### config.mk
export PLATFORM = sky130hd
export DESIGN_NAME = fifo_flag_gen
export DESIGN_NICKNAME = d
export VERILOG_FILES = /design/src/rtl/fifo_flag_pkg.sv /design/src/rtl/ffg_thresh.sv /design/src/rtl/ffg_pipe.sv /design/src/rtl/fifo_flag_gen.sv
export SDC_FILE = /design/constraint.sdc
export NUM_CORES = 1
export LEC_CHECK = 0
export BUFFER_PORTS_ARGS = -buffer_cell sky130_fd_sc_hd__buf_2
export CORE_ASPECT_RATIO = 1.2
export CORE_MARGIN = 3
export CORE_UTILIZATION = 50
export DETAILED_ROUTE_END_ITERATION = 16
export PLACE_DENSITY = 0.76
export SLEW_MARGIN = 5
export SYNTH_ARGS = -nofsm -noshare
export SYNTH_HDL_FRONTEND = slang
export SYNTH_SLANG_ARGS = --single-unit
### constraint.sdc
create_clock -name clk -period 2.96 [get_ports clk]
set_input_delay 0.296 -clock clk [delete_from_list [all_inputs] [get_ports clk]]
set_output_delay 0.296 -clock clk [all_outputs]
set_load 0.01 [all_outputs]
### src/rtl/fifo_flag_pkg.sv
package fifo_flag_pkg;

  typedef enum logic {
    MODE_STD  = 1'b0,
    MODE_FALL = 1'b1
  } mode_e;

  typedef struct packed {
    logic fi;
    logic eo;
    logic half_n;
    logic aempty_n;
    logic afull_n;
  } flags_t;

  // Flag values held during and right after any reset
  function automatic flags_t idle_flags(mode_e md);
    flags_t f;
    f.fi       = (md == MODE_STD);
    f.eo       = (md == MODE_FALL);
    f.half_n   = 1'b1;
    f.aempty_n = 1'b0;
    f.afull_n  = 1'b1;
    return f;
  endfunction

endpackage

### src/rtl/ffg_thresh.sv
module ffg_thresh
  import fifo_flag_pkg::*;
#(
  parameter int DEPTH = 1024,
  parameter int CNT_W = 11,
  parameter int OFS_W = 10
) (
  input  mode_e              mode_i,
  input  logic [CNT_W-1:0]   level_i,
  input  logic [OFS_W-1:0]   eofs_i,
  input  logic [OFS_W-1:0]   fofs_i,
  output flags_t             raw_o
);

  localparam int WW = CNT_W + 1;
  localparam logic [WW-1:0] CAP  = WW'(DEPTH);
  localparam logic [WW-1:0] HALF = WW'(DEPTH / 2);

  logic [WW-1:0] lvl, extra, ae_lim, hf_lim, af_lim, top_lvl;
  logic          fall;

  always_comb begin
    fall    = (mode_i == MODE_FALL);
    extra   = fall ? WW'(1) : '0;
    lvl     = WW'(level_i);
    ae_lim  = WW'(eofs_i) + extra;
    hf_lim  = HALF + extra;
    af_lim  = CAP - WW'(fofs_i) + extra;
    top_lvl = CAP + extra;

    raw_o.fi       = fall ? (lvl == top_lvl) : (lvl != top_lvl);
    raw_o.eo       = fall ? (lvl == '0)      : (lvl != '0);
    raw_o.half_n   = !(lvl > hf_lim);
    raw_o.aempty_n = !(lvl <= ae_lim);
    raw_o.afull_n  = !(lvl >= af_lim);
  end

endmodule

### src/rtl/ffg_pipe.sv
module ffg_pipe #(
  parameter int WIDTH  = 1,
  parameter int STAGES = 2
) (
  input  logic                          clk,
  input  logic                          rst,
  input  logic [WIDTH-1:0]              rst_val,
  input  logic [WIDTH-1:0]              d,
  output logic [STAGES-1:0][WIDTH-1:0]  taps
);

  logic [WIDTH-1:0] stage_q [STAGES];

  always_ff @(posedge clk) begin
    if (rst) begin
      for (int i = 0; i < STAGES; i++) stage_q[i] <= rst_val;
    end else begin
      stage_q[0] <= d;
      for (int i = 1; i < STAGES; i++) stage_q[i] <= stage_q[i-1];
    end
  end

  for (genvar g = 0; g < STAGES; g++) begin : g_tap
    assign taps[g] = stage_q[g];
  end

endmodule

### src/rtl/fifo_flag_gen.sv
module fifo_flag_gen
  import fifo_flag_pkg::*;
#(
  parameter  int DEPTH          = 1024,
  parameter  int FI_STAGES      = 2,
  parameter  int EO_STD_STAGES  = 2,
  parameter  int EO_FALL_STAGES = 3,
  localparam int CNT_W          = $clog2(DEPTH + 2),
  localparam int OFS_W          = $clog2(DEPTH)
) (
  input  logic              clk,
  input  logic              rst_all,
  input  logic              rst_part,
  input  logic              mode_sel_i,
  input  logic [CNT_W-1:0]  level_i,
  input  logic [OFS_W-1:0]  empty_ofs_i,
  input  logic [OFS_W-1:0]  full_ofs_i,
  output logic              fi_o,
  output logic              eo_o,
  output logic              half_n_o,
  output logic              aempty_n_o,
  output logic              afull_n_o
);

  localparam int EO_MAX = (EO_FALL_STAGES > EO_STD_STAGES) ? EO_FALL_STAGES : EO_STD_STAGES;

  mode_e  mode_q;
  mode_e  rst_mode;
  logic   rst_any;
  flags_t raw;
  flags_t idle;

  logic [0:0][2:0]        lvl_taps;
  logic [FI_STAGES-1:0]   fi_taps;
  logic [EO_MAX-1:0]      eo_taps;

  always_ff @(posedge clk) begin
    if (rst_all) mode_q <= mode_e'(mode_sel_i);
  end

  assign rst_any  = rst_all | rst_part;
  assign rst_mode = rst_all ? mode_e'(mode_sel_i) : mode_q;
  assign idle     = idle_flags(rst_mode);

  ffg_thresh #(.DEPTH(DEPTH), .CNT_W(CNT_W), .OFS_W(OFS_W)) u_thresh (
    .mode_i  (mode_q),
    .level_i (level_i),
    .eofs_i  (empty_ofs_i),
    .fofs_i  (full_ofs_i),
    .raw_o   (raw)
  );

  ffg_pipe #(.WIDTH(3), .STAGES(1)) u_lvl_pipe (
    .clk     (clk),
    .rst     (rst_any),
    .rst_val ({idle.half_n, idle.aempty_n, idle.afull_n}),
    .d       ({raw.half_n, raw.aempty_n, raw.afull_n}),
    .taps    (lvl_taps)
  );

  ffg_pipe #(.WIDTH(1), .STAGES(FI_STAGES)) u_fi_pipe (
    .clk     (clk),
    .rst     (rst_any),
    .rst_val (idle.fi),
    .d       (raw.fi),
    .taps    (fi_taps)
  );

  ffg_pipe #(.WIDTH(1), .STAGES(EO_MAX)) u_eo_pipe (
    .clk     (clk),
    .rst     (rst_any),
    .rst_val (idle.eo),
    .d       (raw.eo),
    .taps    (eo_taps)
  );

  assign half_n_o   = lvl_taps[0][2];
  assign aempty_n_o = lvl_taps[0][1];
  assign afull_n_o  = lvl_taps[0][0];
  assign fi_o       = fi_taps[FI_STAGES-1];
  assign eo_o       = (mode_q == MODE_FALL) ? eo_taps[EO_FALL_STAGES-1]
                                            : eo_taps[EO_STD_STAGES-1];

endmodule

==> impl_metrics.env <==
export IMPL_outcome="complete, no violations"
export IMPL_crit_fanout=8
export IMPL_nFillCells=190
export IMPL_routed_wl_um=2670
export IMPL_layout_min_cycle_time_ns=2.51
export IMPL_setup_viol=0
export IMPL_cp_required_ns=3.16
export IMPL_worst_setup_path_start_kind="flop"
export IMPL_slew_violations=0
export IMPL_initial_core_util=0.543
export IMPL_grt_pass1_vias=1111
export IMPL_postSynth_asyncResetShare=0
export IMPL_syn_avg_cell_area_um2=8.42
export IMPL_powerDensity_mw_per_mm2=283
export IMPL_final_nets=245
export IMPL_achievable_frequency_ghz=0.398
export IMPL_die_area_mm2=0.00294
export IMPL_worst_slew_pin_slew_ns=0.439
export IMPL_fin_cells=211
export IMPL_pin_count=40
export IMPL_final_area_mm2=0.00142
export IMPL_post_cts_buffers=0
export IMPL_port_buffers=39
export IMPL_grt_usage=0.190
export IMPL_grt_pass1_wl_um=4440
export IMPL_drt_iter0_markers=23
export IMPL_pre_cts_ws_ns=0.480
export IMPL_antenna_found_initial=0
export IMPL_syn2layout_area_growth_pct=22.3
export IMPL_dp_cells=207
export IMPL_clk_pin_slew_ns=0.06
export IMPL_place_congestion=0.852
export IMPL_hold_viol=0
export IMPL_post_route_period_util=0.849
export IMPL_yosysMostFrequentCell="ha_1"
export IMPL_synth_distinct_cells=32
export IMPL_fin_hold_ws_ns=0.276
export IMPL_synth_top_cells_by_area="ha_1 (30%), dfxtp_1 (16%), xor2_1 (8.3%)"
export IMPL_synth_area_leader_cell="ha_1"
export IMPL_timing_final_ws_setup_ns=0.446
export IMPL_drc=0
export IMPL_ys_top_cells_by_count="ha_1 (28), nand2_1 (12), xor2_1 (11)"
export IMPL_worstSkewPairLatency_ns=0.26
export IMPL_drtAntennaViolNets=0
export IMPL_leakagePower_nw=0.696
export IMPL_drive_gt1_frac=0.260
export IMPL_cts_hold_buf=0
export IMPL_cts_root_buf="clkbuf_4"
export IMPL_grt_overflow_total=0
export IMPL_ys_seq_area_frac=0.155
export IMPL_dr_total_vias=1169
export IMPL_placed_area_mm2=0.00140
export IMPL_criticalPathCategory="flop to flop"
export IMPL_p_total_mw=0.403
export IMPL_synth_edff_count=0
export IMPL_dr_pass1_iters=4
export IMPL_clock_sinks=9
export IMPL_synth_main_ff_cell="dfxtp_1"
export IMPL_die_x_um=50.0
export IMPL_vdd_ir_drop_max_mv=0.169
export IMPL_critPathCaptureType="flop"
export IMPL_clockBufferDepth=2
export IMPL_grt_max_degree=9
export IMPL_worst_ep_arrival_time_ns=2.71
export IMPL_skew_ns=0.0105
export IMPL_grt_setup_unrepaired="false"
export IMPL_utilization=0.664
export IMPL_syn_cell_area_mm2=0.00116
export IMPL_wl_per_cell_um=12.6
export IMPL_fp_row_count=18
export IMPL_numCtsBuffers=3
export IMPL_via_per_inst=5.54
export IMPL_synth_nets=201
export IMPL_tritoncts="yes"
export IMPL_place_hpwl_um=2430
export IMPL_core_mm2=0.00214
export IMPL_cts_resized=0
export IMPL_slew_headroom=0.706
export IMPL_synth_warnings=0
export IMPL_cap_viol_max_count=0
export IMPL_synth_cells=138
export IMPL_cts_htree_levels=1
export IMPL_fin_setup_tns_ns=0
export IMPL_synth_seq_cells=9
export IMPL_hold_path_class="input pin to flop"
export IMPL_chipHeight_um=58.8
export IMPL_synth_top_area_share=0.301
export IMPL_diodes=0
-- registers in the layout, indices dropped and copies added, names as in the netlist --
signal,count
mode_q,1
u_lvl_pipe.stage_q,3
u_fi_pipe.stage_q,2
u_eo_pipe.stage_q,3
-- routing by layer --
metal  wire length, µm  up-vias  GRT usage
met5                 0        -          0
met1              1100      529      0.228
met4                38        0     0.0593
li1                  -      598          -
met3               159        4     0.0203
met2              1370       38      0.349
-- cells by family after synthesis --
family / share of synthesized area
and+or+nand+nor: 0.212
adders and majority gates: 0.301
AOI/OAI and AO/OA: 0.165
buffers and inverters: 0.0291
xor gates and xnor gates: 0.128
DFF: 0.155
muxes: 0.00969
-- final cells by class --
cell class,instances,area [µm²],area share
clock buffers,4,26.3,0.0185
inverters,9,33.8,0.0238
multi-input cells,120,948,0.667
flip-flops and latches,9,180,0.127
well taps,30,37.5,0.0264
repair buffers,39,195,0.137
-- worst max-delay path, stage by stage, from the launching register on --
cell     delay [ns]
dfxtp_1        0.51
inv_1          0.12
ha_1           0.21
or3_1          0.38
nor3_1         0.24
xor2_1         0.19
ha_1           0.26
a21oi_1        0.14
o22ai_1        0.08
o21ai_0        0.16
o31a_1         0.15
-- worst paths after layout --
| check | cells after the start | endpoint | slack, ns | startpoint |
|---|---|---|---|---|
| min | 3 | mode_q$_DFF_P_ | 0.28 | mode_sel_i |
| max reg2reg | 10 | u_lvl_pipe.stage_q[0][0]$_SDFF_PN1_ | 0.45 | mode_q$_DFF_P_ |
| max | 10 | u_lvl_pipe.stage_q[0][0]$_SDFF_PN1_ | 0.45 | mode_q$_DFF_P_ |
| min reg2reg | 2 | u_fi_pipe.stage_q[0][1]$_DFF_P_ | 0.44 | u_fi_pipe.stage_q[0][0]$_DFF_P_ |
-- cells in the final DEF, fill, tap and decap left out, types with 3 or more instances in the layout --
cell type and instances:
nand2b_1 3, dfxtp_1 9, o31a_1 4, ha_1 28
inv_1 9, xnor2_1 6, o21ai_0 4, nor2_1 6
nand3_1 9, xor2_1 11, a21oi_1 6, nor3_1 3
buf_2 39, nor4_1 3, and3_1 3, clkbuf_4 3
nand2_1 12
-- report_power, final --
| group | switching, mW | leakage (nW) | internal, mW | total, mW |
|---|---|---|---|---|
| registers | 0.00656 | 0.0754 | 0.133 | 0.139 |
| clock network | 0.0423 | 0.0150 | 0.0518 | 0.0941 |
| logic | 0.0890 | 0.606 | 0.0803 | 0.169 |
| total | 0.138 | 0.696 | 0.265 | 0.403 |
(Power assumes the default switching activity.)
